--- src/rtl/shelf_pkg.sv ---
package shelf_pkg;

  localparam int NUM_UNITS = 2;

  typedef enum logic {
    CLS_ALU = 1'b0,
    CLS_MEM = 1'b1
  } unit_cls_e;

  function automatic logic [NUM_UNITS-1:0] unit_onehot(input logic cls);
    logic [NUM_UNITS-1:0] v;
    v = '0;
    v[cls] = 1'b1;
    return v;
  endfunction

endpackage

--- src/rtl/shelf_scoreboard.sv ---
module shelf_scoreboard #(
  parameter int NREG = 32,
  localparam int RW = $clog2(NREG)
) (
  input  logic            clk,
  input  logic            rst_n,
  input  logic            set_en,
  input  logic [RW-1:0]   set_idx,
  input  logic            clr_en,
  input  logic [RW-1:0]   clr_idx,
  output logic [NREG-1:0] valid_o
);

  logic [NREG-1:0] vld_q;

  // clear is applied after set so a same-cycle clash leaves the bit low
  always_ff @(posedge clk) begin
    if (!rst_n) begin
      vld_q <= '1;
    end else begin
      if (set_en) vld_q[set_idx] <= 1'b1;
      if (clr_en) vld_q[clr_idx] <= 1'b0;
    end
  end

  assign valid_o = vld_q;

endmodule

--- src/rtl/shelf_alloc.sv ---
module shelf_alloc #(
  parameter int DEPTH = 8,
  localparam int IW = $clog2(DEPTH)
) (
  input  logic [DEPTH-1:0] busy,
  output logic             found,
  output logic [IW-1:0]    idx
);

  always_comb begin
    found = 1'b0;
    idx   = '0;
    for (int i = DEPTH - 1; i >= 0; i--) begin
      if (!busy[i]) begin
        found = 1'b1;
        idx   = IW'(i);
      end
    end
  end

endmodule

--- src/rtl/shelf_age_pick.sv ---
module shelf_age_pick #(
  parameter int DEPTH = 8,
  localparam int IW = $clog2(DEPTH)
) (
  input  logic [DEPTH-1:0]         req,
  input  logic [DEPTH-1:0][IW-1:0] age,
  output logic                     gnt_any,
  output logic [IW-1:0]            gnt_idx
);

  logic [DEPTH-1:0][DEPTH-1:0] blk;
  logic [DEPTH-1:0]            gnt;

  // entry gi loses if any other requesting entry carries a smaller age rank
  for (genvar gi = 0; gi < DEPTH; gi++) begin : g_row
    for (genvar gj = 0; gj < DEPTH; gj++) begin : g_col
      if (gi == gj) begin : g_self
        assign blk[gi][gj] = 1'b0;
      end else begin : g_other
        assign blk[gi][gj] = req[gj] && (age[gj] < age[gi]);
      end
    end
    assign gnt[gi] = req[gi] && !(|blk[gi]);
  end

  always_comb begin
    gnt_idx = '0;
    for (int i = 0; i < DEPTH; i++) begin
      if (gnt[i]) gnt_idx = IW'(i);
    end
  end

  assign gnt_any = |gnt;

endmodule

--- src/rtl/shelf_issue.sv ---
module shelf_issue
  import shelf_pkg::*;
#(
  parameter int DEPTH = 8,
  parameter int NREG  = 32,
  localparam int RW = $clog2(NREG)
) (
  input  logic                 clk,
  input  logic                 rst_n,
  input  logic                 disp_valid,
  output logic                 disp_ready,
  input  logic                 disp_cls,
  input  logic [RW-1:0]        disp_rd,
  input  logic [RW-1:0]        disp_rs1,
  input  logic [RW-1:0]        disp_rs2,
  input  logic                 ren_free,
  input  logic                 rob_free,
  input  logic                 alu_ready,
  input  logic                 mem_ready,
  output logic                 iss_valid,
  output logic [NUM_UNITS-1:0] iss_unit,
  output logic [RW-1:0]        iss_rd,
  output logic [RW-1:0]        iss_rs1,
  output logic [RW-1:0]        iss_rs2,
  input  logic                 wb_valid,
  input  logic [RW-1:0]        wb_rd
);

  localparam int IW = $clog2(DEPTH);

  logic [DEPTH-1:0]         ent_busy;
  logic [DEPTH-1:0]         ent_cls;
  logic [DEPTH-1:0][RW-1:0] ent_rd;
  logic [DEPTH-1:0][RW-1:0] ent_rs1;
  logic [DEPTH-1:0][RW-1:0] ent_rs2;
  logic [DEPTH-1:0][IW-1:0] ent_age;

  logic [NREG-1:0]      sb_valid;
  logic [NUM_UNITS-1:0] unit_rdy;
  logic [DEPTH-1:0]     elig;
  logic                 free_found;
  logic [IW-1:0]        free_idx;
  logic [IW-1:0]        pick_idx;
  logic [IW-1:0]        pick_age;
  logic [IW:0]          occ;
  logic [IW:0]          occ_after;
  logic [IW-1:0]        new_age;
  logic                 disp_fire;
  logic                 full;

  assign unit_rdy = {mem_ready, alu_ready};

  // eligibility: held, both sources valid, own unit ready
  for (genvar g = 0; g < DEPTH; g++) begin : g_elig
    assign elig[g] = ent_busy[g]
                  && sb_valid[ent_rs1[g]]
                  && sb_valid[ent_rs2[g]]
                  && unit_rdy[ent_cls[g]];
  end

  shelf_alloc #(.DEPTH(DEPTH)) u_alloc (
    .busy  (ent_busy),
    .found (free_found),
    .idx   (free_idx)
  );

  shelf_age_pick #(.DEPTH(DEPTH)) u_pick (
    .req     (elig),
    .age     (ent_age),
    .gnt_any (iss_valid),
    .gnt_idx (pick_idx)
  );

  shelf_scoreboard #(.NREG(NREG)) u_sb (
    .clk     (clk),
    .rst_n   (rst_n),
    .set_en  (wb_valid),
    .set_idx (wb_rd),
    .clr_en  (iss_valid),
    .clr_idx (iss_rd),
    .valid_o (sb_valid)
  );

  always_comb begin
    occ = '0;
    for (int i = 0; i < DEPTH; i++) begin
      occ = occ + (IW + 1)'(ent_busy[i]);
    end
  end

  assign full       = !free_found;
  assign disp_ready = free_found && ren_free && rob_free;
  assign disp_fire  = disp_valid && disp_ready;

  // a new entry ranks behind everything that stays after this edge
  assign occ_after = occ - (IW + 1)'(iss_valid);
  assign new_age   = occ_after[IW-1:0];

  assign pick_age = ent_age[pick_idx];
  assign iss_rd   = ent_rd[pick_idx];
  assign iss_rs1  = ent_rs1[pick_idx];
  assign iss_rs2  = ent_rs2[pick_idx];
  assign iss_unit = iss_valid ? unit_onehot(ent_cls[pick_idx]) : '0;

  always_ff @(posedge clk) begin
    if (!rst_n) begin
      ent_busy <= '0;
      ent_age  <= '0;
    end else begin
      for (int i = 0; i < DEPTH; i++) begin
        if (iss_valid && ent_busy[i] && (ent_age[i] > pick_age)) begin
          ent_age[i] <= ent_age[i] - IW'(1);
        end
      end
      if (iss_valid) ent_busy[pick_idx] <= 1'b0;
      if (disp_fire) begin
        ent_busy[free_idx] <= 1'b1;
        ent_age[free_idx]  <= new_age;
      end
    end
  end

  always_ff @(posedge clk) begin
    if (disp_fire) begin
      ent_cls[free_idx] <= disp_cls;
      ent_rd[free_idx]  <= disp_rd;
      ent_rs1[free_idx] <= disp_rs1;
      ent_rs2[free_idx] <= disp_rs2;
    end
  end

endmodule

--- config.mk ---
export PLATFORM = sky130hd
export DESIGN_NAME = shelf_issue
export DESIGN_NICKNAME = d
export VERILOG_FILES = /design/src/rtl/shelf_pkg.sv /design/src/rtl/shelf_scoreboard.sv /design/src/rtl/shelf_alloc.sv /design/src/rtl/shelf_age_pick.sv /design/src/rtl/shelf_issue.sv
export SDC_FILE = /design/constraint.sdc
export NUM_CORES = 1
export LEC_CHECK = 0
export ABC_AREA = 0
export CAP_MARGIN = 15
export CELL_PAD_IN_SITES_DETAIL_PLACEMENT = 0
export CELL_PAD_IN_SITES_GLOBAL_PLACEMENT = 1
export CORE_MARGIN = 2
export CORE_UTILIZATION = 58
export DETAILED_ROUTE_END_ITERATION = 8
export DONT_BUFFER_PORTS = 1
export HOLD_SLACK_MARGIN = 0.15
export PLACE_DENSITY_LB_ADDON = 0.12
export REMOVE_ABC_BUFFERS = 1
export SETUP_SLACK_MARGIN = 0.2
export SYNTH_ARGS = -nofsm -noshare
export SYNTH_HDL_FRONTEND = slang
export SYNTH_HIERARCHICAL = 1
export SYNTH_SLANG_ARGS = --single-unit
export TNS_END_PERCENT = 20
--- constraint.sdc ---
create_clock -name clk -period 17.45 [get_ports clk]
set_input_delay 0.8725 -clock clk [delete_from_list [all_inputs] [get_ports clk]]
set_output_delay 0.8725 -clock clk [all_outputs]
set_load 0.03 [all_outputs]
### Word level (Yosys, flattened, before mapping)

Index checks and enable logic that the tools add are counted.

| cells by class | value |
|---|---|
| add/subtract/negate cells | 16 |
| $mul | 0 |
| shift-type cells | 0 |
| multiplexer cells | 124 |
| order comparisons | 98 |
| equal/unequal tests | 0 |
| divide/modulo/power cells | 0 |
| bitwise operators | 6 |
| reduce and logical (&&, ||, !) cells | 129 |

Operators with widths:

| kind | count |
|---|---|
| 3-bit < comparator | 56 |
| 40-bit bitwise mux | 3 |
| 1-bit logical AND | 112 |
| 5-bit by 6-bit < comparator with 1-bit output (second input constant) | 18 |
| 32-bit 2-to-1 mux | 3 |
| 3-bit 2-to-1 mux | 30 |
| 1-bit binary-select mux with 5-bit select | 16 |
| 7-bit OR reduction | 8 |
| 1-bit 2-to-1 mux | 47 |
| 5-bit binary-select mux with 3-bit select | 3 |
| 32-bit AND | 1 |
| 32-bit NOT | 1 |
| 32-bit bitwise OR | 1 |
| 24-bit bitwise mux | 1 |
| 3-bit > comparator | 8 |
| 24-bit 2-to-1 mux | 1 |
| 8-bit 2-to-1 mux | 3 |
| 3-bit by 1-bit subtractor with 3-bit output (second input constant) | 8 |
| 5-bit 2-to-1 mux | 4 |
| 1-bit by 2-bit < comparator with 1-bit output (second input constant) | 9 |
| 3-bit by 1-bit adder with 3-bit output | 5 |
| 5-bit demux with 3-bit select | 1 |
| 1-bit demux with 5-bit select | 2 |
| 5-bit by 1-bit >= comparator with 1-bit output (second input constant) | 2 |
| other kinds (18) | 30 |

| storage, ports and cells | value |
|---|---|
| memories | 0 |
| input port bits | 29 |
| bits in writable memories | 0 |
| register bits | 192 |
| bits in latches | 0 |
| output and inout port bits | 19 |
| word-level logic and storage cells | 408 |
| bits in read-only memories | 0 |

### Logic depth before layout (Yosys ltp)

Gate-level depths: netlist (run 1).

| logic depth | value |
|---|---|
| depth after elaboration | 26 |
| mapped depth | 25 |
| gate-level depth less buffers | 21 |

### By module

The synthesis (run 1) kept the hierarchy.

By module, submodules not included:

| module | cells each | sequential area each (um^2) | instances | area an instance (um^2) |
|---|---|---|---|---|
| shelf_issue | 865 | 4484.3 | 1 | 12020.3 |
| shelf_age_pick | 304 | 0.0 | 1 | 2322.2 |
| shelf_scoreboard | 161 | 640.6 | 1 | 1457.6 |
| shelf_alloc | 16 | 0.0 | 1 | 78.8 |

### Least setup slack after synthesis (run 1)

OpenSTA, ideal clock, no wires.

| timing path | value |
|---|---|
| path type | input-to-reg |
| from | input port mem_ready |
| to | register ent_age[20] (netlist bit) |
| setup time | 116 ps |
| path slack | 11404 ps |
| arrival time | 5929 ps |
| buffers on the path | 1 |
| required time | 17334 ps |
| stages on the path | 19 |
| cell sequence | clkbuf_1 -> mux2i_1 -> nor2_1 -> o311ai_1 -> nor4b_1 -> inv_1 -> or2_2 -> and4_1 -> nor2_1 -> nand4_1 -> ha_1 -> fa_1 -> fa_1 -> inv_1 -> ha_1 -> fa_1 -> xnor2_1 -> nand2_1 -> o211a_1 |

| between the ends | value |
|---|---|
| elaborated cells on any way between the ends | 122 |
| classes of those cells | add/sub (1); order compare (1); mux (29); reduce/logical (91) |

RTL lines:

| item | RTL line | RTL |
|---|---|---|
| start: declaration | shelf_issue.sv:19 | `input logic mem_ready,` |
| 1-bit 2-to-1 mux (not written as such) * (2 in a row) | shelf_issue.sv:58 | `&& unit_rdy[ent_cls[g]];` |
| 1-bit logical AND * | shelf_issue.sv:58 |  |
| named net elig[2] | shelf_issue.sv:40 | `logic [DEPTH-1:0] elig;` |
| 1-bit logical AND | shelf_age_pick.sv:20 | `assign blk[gi][gj] = req[gj] && (age[gj] < age[gi]);` |
| 7-bit OR reduction | shelf_age_pick.sv:23 | `assign gnt[gi] = req[gi] && !(\|blk[gi]);` |
| 1-bit zero test | shelf_age_pick.sv:23 |  |
| 1-bit logical AND | shelf_age_pick.sv:23 |  |
| 8-bit OR reduction * | shelf_age_pick.sv:33 | `assign gnt_any = \|gnt;` |
| named net iss_valid | shelf_issue.sv:20 | `output logic iss_valid,` |
| branches (longest 5 deep; another with 3-bit by 1-bit subtractor with 3-bit output) | - |  |
| 24-bit 2-to-1 mux * | shelf_issue.sv:116 | `if (disp_fire) begin` |
| end signal: indexed assignment | shelf_issue.sv:112 | `ent_age[i] <= ent_age[i] - IW'(1);` |
| end signal: indexed assignment | shelf_issue.sv:118 | `ent_age[free_idx] <= new_age;` |
| end: declaration | shelf_issue.sv:36 | `logic [DEPTH-1:0][IW-1:0] ent_age;` |

Mark *: on every way through the listed nets, which the timed path passes. The select of a mux whose other input is x is not followed.
A chain may end at the register's enable or synchronous reset.

### Final worst setup path (run 1)

| timing path | value |
|---|---|
| from | register u_sb.vld_q[15] (netlist: u_sb/valid_o[15]) |
| to | register ent_age[14] (netlist bit) |

| between the ends | value |
|---|---|
| longest elaborated chain between the ends | 24 |
| elaborated cells on any way between the ends | 154 |
| classes of those cells | add/sub (1); order compare (1); mux (45); reduce/logical (107) |

Ends and longest elaborated chain:

| item | RTL line | RTL |
|---|---|---|
| start: declaration | shelf_scoreboard.sv:14 | `logic [NREG-1:0] vld_q;` |
| start signal: assignment | shelf_scoreboard.sv:19 | `vld_q <= '1;` |
| start signal: indexed assignment | shelf_scoreboard.sv:21 | `if (set_en) vld_q[set_idx] <= 1'b1;` |
| start signal: indexed assignment | shelf_scoreboard.sv:22 | `if (clr_en) vld_q[clr_idx] <= 1'b0;` |
| 1-bit binary-select mux with 5-bit select | shelf_issue.sv:56 | `&& sb_valid[ent_rs1[g]]` |
| 1-bit 2-to-1 mux (not written as such) | shelf_issue.sv:56 |  |
| 1-bit logical AND | shelf_issue.sv:56 |  |
| 1-bit logical AND * | shelf_issue.sv:57 | `&& sb_valid[ent_rs2[g]]` |
| 1-bit logical AND * | shelf_issue.sv:58 |  |
| named net elig[4] | shelf_issue.sv:40 |  |
| 1-bit logical AND | shelf_age_pick.sv:20 |  |
| 7-bit OR reduction | shelf_age_pick.sv:23 |  |
| (+9 left out) | - |  |
| 3-bit binary-select mux with 3-bit select | shelf_issue.sv:99 | `assign pick_age = ent_age[pick_idx];` |
| 3-bit 2-to-1 mux (not written as such) | shelf_issue.sv:99 |  |
| 3-bit > comparator | shelf_issue.sv:111 | `if (iss_valid && ent_busy[i] && (ent_age[i] > pick_age)) begin` |
| 1-bit logical AND | shelf_issue.sv:111 |  |
| 3-bit 2-to-1 mux | shelf_issue.sv:111 |  |
| 3-bit 2-to-1 mux | shelf_issue.sv:106 | `if (!rst_n) begin` |
| 24-bit bitwise mux | shelf_issue.sv:118 |  |
| 24-bit 2-to-1 mux * | shelf_issue.sv:116 |  |

Mark *: on every way through the listed nets, which the timed path passes. The rest lies on a longest branch. The select of a mux whose other input is x is not followed.

==> summary.txt, run 1 <==
RSZ-0062 raised after global routing: no
Worst hold path depth: 0
Crit-path max FO: 17
Final Wtd Congestion: 0.8788
Initial antenna violation count: 0
Arr. time, crit path: 7.76 ns
Placed cells: 1597
Synth Flop Type: edfxtp_1
GRT Max-Usage Layer: met2
Via count: 11950
CTS tree: built
CP Cell Sequence: mux4_2, mux2i_1, nand3b_1, o21ai_0, nor4b_1, inv_2, nor2_1, a21oi_1, a2111oi_2, and4_1, nor2_1, nand4_1, buf_4, ha_1, fa_1, fa_1, inv_1, ha_1, fa_1, xnor2_1, nand2_1, o211a_1
CP Depth: 22
Number of global-route vias before repair: 11380
Max Buffers Root-to-Sink: 2
Buf/Inv on CP: 3
Wirelength per Cell: 29.53 µm
Place WS: 10.30 ns
Mapped Area: 15880 µm²
Chip Width: 169.5 µm
Slew Limit Fails: 0
Core Area: 26950 µm²
Syn-to-layout area delta: 4.019%
Total gr overflow: 0
Avg Synthesized Cell Area: 11.80 µm²
CTS Buf Count: 17
Synth async-reset ratio: 0%
Clock Skew: 0.01584 ns
Required @ worst endpoint: 17.79 ns
CTS hold repair buffers: 0
Pleak: 0.005434 µW
Worst min path class: in2reg
Synthesis Warnings: 6
Slew headroom: 21.55%
WHS: 0.5111 ns
Row cnt: 60
Router iterations before antenna repair: 6
Starting DRT DRC Count: 1528
Reg2reg path depth: 22
Latest clock arrival within the worst-skew pair: 0.45 ns
DRT antenna net count: 0
Number of vias per cell: 7.333
N_diodes: 0
PD cells: 56.51 nW/µm²
Share of layout cells above drive strength 1: 18.46%
Fin Setup TNS: 0 ns
Final period utilization: 42.51%
Synth cell types: 76
DP HPWL: 31.53 mm
Post-synthesis sequential area ratio: 32.27%
Post-synth EDFFs: 128
Io pins: 48
Maximum VDD drop: 91.49 µV
PortBufs: 0
Worst slew pin tran: 1.175 ns
Type of origin of the critical path: flop
Synth area leader: edfxtp_1
Final setup vio count: 0
FMAX: 134.8 MHz
Yosys reg bits: 192
Slowest cell on crit path: dfxtp_1
Max stage delay on crit path: 1.08 ns
Critical path class: reg2reg
Met2 usage: 50.79%
Ranking of synthesized cells by area: edfxtp_1 (24%), mux4_2 (20%), ha_1 (9.4%)
Die Y: 169.5 µm
Largest net degree at the start of global routing: 44
Die ar.: 28720 µm²
Setup bufs post-CTS: 0
Yosys top cell area share: 24.21%
Root Buffer: clkbuf_16
Final wirelength: 48.14 mm
CP top delay family: adder cells
GRT Resource Usage Total: 34.36%
First-pass GRT wire length: 71.93 mm
Cell Count, Final, Fillers Out: 1630
Max-Cap Viols: 0
Clock transition at path regs: 0.08 ns
Post-cts sizing count: 0
Final hold vios: 0
Most used cell, CP: fa_1
Fin crit period: 7.418 ns
Worst Slack Setup Final: 10.03 ns
Met3 usage in global routing: 11.45%
Syn Inst Count: 1346
DRC: 0
Post-layout nets: 1429
Initial core utilization: 58.92%
Utilization after layout: 61.29%
Number of clock sinks: 192
GR Util met1: 48.23%
Status: finished, final reports clean
CTS H-tree depth: 4
Crit end category: flop
[sequential cells by signal (all words and copies together), names as in the netlist]
name / flops
ent_rd: 40
ent_busy: 8
u_sb/valid_o: 32
ent_rs2: 40
ent_rs1: 40
ent_age: 24
ent_cls: 8
[cell families (layout without fill, tap and decap cells)]
family,after synthesis,count (layout),synth area share (%)
AOI/OAI and AO/OA,269,269,10.88
xor gates and xnor gates,18,18,0.9928
adders and majority gates,124,124,10.01
buffers and inverters,185,128,5.264
DFF,192,192,32.27
muxes,237,237,28.78
and+or+nand+nor,321,321,11.80
[path summary, 6_finish.rpt]
| path | slack [ns] | endpoint | startpoint |
|---|---|---|---|
| setup / recovery | 10.03 | ent_age[14] | u_sb/valid_o[15] |
| hold / removal | 0.51 | ent_rs2[32] | disp_rs2[2] |
| hold reg to reg | 0.54 | ent_busy[7] | ent_busy[7] |
| setup reg to reg | 10.03 | ent_age[14] | u_sb/valid_o[15] |
[Yosys cell counts, types with 4 or more instances]
cell / number
mux2i_1: 49
nor3b_4: 5
a211oi_1: 9
o21a_1: 17
o311ai_1: 7
nor2b_1: 31
a21oi_1: 98
mux4_2: 141
buf_6: 9
nand3b_1: 19
o21ai_1: 7
ha_1: 119
nand2_1: 76
dfxtp_1: 64
nor2_1: 40
nand2b_1: 40
inv_1: 84
o211ai_1: 32
fa_1: 5
buf_2: 29
mux2_2: 22
and3b_1: 4
o211a_1: 8
xnor2_1: 17
nand3_1: 59
nor4b_1: 7
nand4_1: 4
and3_1: 7
mux4_1: 25
a31oi_1: 29
edfxtp_1: 128
clkbuf_1: 55
o21ai_0: 31
[metal layers]
layer	routed length, µm	share of wire [%]
met1	19060	40
met2	21080	44
met3	6415	13
met4	1588	3.3
met5	0	0
[report_power, final]
part | internal (µW) | leakage, µW | switching, µW
sequential | 486 | 0.00167 | 4.48
clock | 217 | 0.000288 | 191
combinational | 13.6 | 0.00348 | 21.8
total | 716 | 0.00543 | 217
[through the flow]
step / total power (µW) / cell area (µm²)
6_report: 933.4 / 16520
5_1_grt: 955.5 / 16520
4_1_cts: 936.0 / 16490
3_5_place_dp: 535.8 / 15890
3_3_place_gp: 535.2 / 15890
2_1_floorplan: 525.3 / 15360
[cells in the final DEF (no fill, tap or decap), drive strengths merged, types with 4 or more instances in the layout]
master	count
edfxtp	128
inv	92
o311ai	7
fa	5
nor2b	34
nand3	59
a211oi	9
a21oi	98
nor3	4
nand2b	40
mux2	22
and3	8
o21a	17
ha	119
a31oi	29
o211a	8
dfxtp	64
nand2	77
nor3b	9
nor2	40
buf	11
nand3b	19
o21ai	41
nand4	4
and3b	7
xnor2	17
o211ai	32
mux4	166
mux2i	49
nor4b	8
clkbuf	18
[layout make-up]
type / count / area (µm²)
clock inverters: 14 / 170.2
multi-input cells: 969 / 9945
flip-flops and latches: 192 / 5125
fillers: 2136 / 10430
inverters: 85 / 319.1
well taps: 341 / 426.7
repair buffers: 11 / 102.6
clock buffers: 18 / 429.2
(Power assumes the default switching activity.)
==> run 2, diff against run 1 <==
Settings changed: ABC_AREA 0 to 1, CORE_UTILIZATION 58 to 48.
Clock period 17.45 ns to 7.1 ns, I/O delays scaled along.
==> run 2 against run 1 <==
Net effect: utilization fell by 11 points; sequential cell count is the same; clock skew fell by 0.0018 ns; register-to-register slack lost 8.8 ns; total power up 150%; cell count is 84% higher; highest routed layer unchanged.
==> summary.txt, run 2 <==
Status: finished, final reports clean
Starting DRT DRC Count: 2033
Via count: 17690
DRC: 0
Place WS: 1.346 ns
Setup bufs post-CTS: 0
Crit-path max FO: 10
Psw: 582.7 µW
Final period utilization: 82.77%
CTS Buf Count: 17
Yosys top cell area share: 22.15%
Reg2reg setup slack: 1.22 ns
Area after DPL: 17140 µm²
Max Buffers Root-to-Sink: 2
Number of global-route vias before repair: 16540
Max stage delay on crit path: 0.81 ns
Post-synth EDFFs: 128
Switching share of power: 25.31%
DP HPWL: 45.41 mm
Power Internal: 1719 µW
Syn Inst Count: 2585
Arr. time, crit path: 6.21 ns
Clock transition at path regs: 0.08 ns
Initial core utilization: 48.79%
Synth cell types: 48
Synth area leader: edfxtp_1
Maximum VDD drop: 185.5 µV
Die Y: 194.2 µm
Worst Slack Setup Final: 1.223 ns
Syn-to-layout area delta: 3.107%
Slew headroom: 43.10%
Commonest non-fill, non-tap cell in the layout: nand2_1
Number of clock sinks: 192
FMAX: 170.2 MHz
CTS H-tree depth: 4
Post-cts sizing count: 0
RSZ-0062 raised after global routing: no
Final Wtd Congestion: 0.9407
Utilization after layout: 50.31%
Latest clock arrival within the worst-skew pair: 0.44 ns
Worst min path class: in2reg
Router iterations before antenna repair: 5
PD cells: 128.6 nW/µm²
Combinational power share: 6.1%
Commonest cells after routing, fill and taps aside: nand2_1 (835), nand3_1 (540), inv_1 (243), edfxtp_1 (128), ha_1 (119)
Largest net degree at the start of global routing: 61
Root Buffer: clkbuf_16
Max-Cap Viols: 0
Worst hold path depth: 4
Synth async-reset ratio: 0%
Die ar.: 37690 µm²
First-pass GRT wire length: 97.32 mm
Share of layout cells above drive strength 1: 5.525%
Post-synthesis sequential area ratio: 29.53%
Mapped Area: 17360 µm²
Final wirelength: 63.09 mm
Largest regs: ent_rd x40, ent_rs1 x40, ent_rs2 x40
Post-layout nets: 2674
Ranking of synthesized cells by area: edfxtp_1 (22%), nand2_1 (18%), nand3_1 (16%)
Fin Setup TNS: 0 ns
Wirelength per Cell: 21.06 µm
Pleak: 0.008648 µW
CTS hold repair buffers: 17
Post-route cell area: 17890 µm²
Row cnt: 69
Number of vias per cell: 5.906
Total gr overflow: 0
Initial antenna violation count: 0
Critical path class: reg2reg
Final hold vios: 0
Synth Flop Type: edfxtp_1
Core Area: 35570 µm²
DRT antenna net count: 0
Slew Limit Fails: 0
Worst slew pin tran: 0.8525 ns
Total chip power: 2302 µW
Most used cell, CP: nand2_1
Synthesis Warnings: 6
Fin crit period: 5.877 ns
Required @ worst endpoint: 7.43 ns
Reg power frac: 52.3%
Yosys reg bits: 192
Slowest cell on crit path: dfxtp_1
N_diodes: 0
Synth top cells by count: nand2_1 (836), nand3_1 (540), inv_1 (243), edfxtp_1 (128), ha_1 (119)
Reg2reg path depth: 29
Type of origin of the critical path: flop
CTS tree: built
Clock Skew: 0.01401 ns
Final setup vio count: 0
Crit end category: flop
Avg Synthesized Cell Area: 6.714 µm²
Clock power share: 41.6%
Chip Width: 194.2 µm
GRT Resource Usage Total: 32.98%
Count leader, synth: nand2_1
Fill cell count: 3619
Io pins: 48
PortBufs: 0
run 2: changes by cell type after synthesis, moves of 31 or more:
cell / delta
buf_4: +37
nand2_1: +760
mux2i_1: -49
buf_6: +31
mux4_2: -141
o21ai_0: +70
nor2_1: +63
clkbuf_1: -42
nand2b_1: -40
nand3_1: +481
inv_1: +159
nor2b_1: -31
run 2: through the flow:
step | cells | hold slack (ns)
after floorplan | 2455 | 0.4237
after global placement | 2946 | 0.4500
after detailed placement | 2946 | 0.4499
after CTS | 2995 | 0.1720
after global routing | 2995 | 0.1813
final | 2995 | 0.1816
run 2: cell families (layout without fill, tap and decap cells):
| group | after synthesis | after routing | share of synthesized area (%) |
|---|---|---|---|
| and+or+nand+nor | 1545 | 1545 | 38.56 |
| buffers and inverters | 412 | 361 | 12.39 |
| AOI/OAI and AO/OA | 296 | 296 | 9.516 |
| DFF | 192 | 192 | 29.53 |
| adders and majority gates | 124 | 124 | 9.156 |
| xor gates and xnor gates | 16 | 16 | 0.8507 |
run 2: path summary, 6_finish.rpt:
check	endpoint	startpoint
setup / recovery	ent_age[5]	u_sb/valid_o[17]
hold / removal	u_sb/valid_o[11]	wb_rd[3]
setup reg to reg	ent_age[5]	u_sb/valid_o[17]
hold reg to reg	ent_busy[7]	ent_busy[7]
run 2: metal layers:
metal	vias up	track usage, %	part of all wire (%)
met1	8221	44.98	43
met2	851	52.21	45
met3	150	6.105	8.7
met5	-	0	0
li1	8466	-	-
met4	0	11.92	3.3
run 2: worst max-delay path, delay by kind of cell (launching register included):
kind,cells,cell delay (ns)
compound gates,2,0.26
xor+xnor,1,0.48
fa+ha+maj,5,1.87
buf+inv,5,0.58
flops,1,0.81
simple gates,16,1.74
run 2: layout make-up:
type	instances	area (µm²)	area share, %
Tap cell	461	576.8	3.223
Timing Repair Buffer	47	405.4	2.265
Inverter	282	1126	6.293
Clock buffer	19	442.9	2.475
Multi-Input combinational cell	1981	10080	56.35
Clock inverter	13	135.1	0.7551
Sequential cell	192	5125	28.64
run 2: power by group through the flow:
stage | Clock [µW] | Combinational, µW | Sequential [µW]
2_1_floorplan | 0 | 84.8 | 1230
3_3_place_gp | 0 | 110 | 1230
3_5_place_dp | 0 | 112 | 1230
4_1_cts | 969 | 138 | 1200
5_1_grt | 1010 | 155 | 1210
6_report | 958 | 140 | 1200
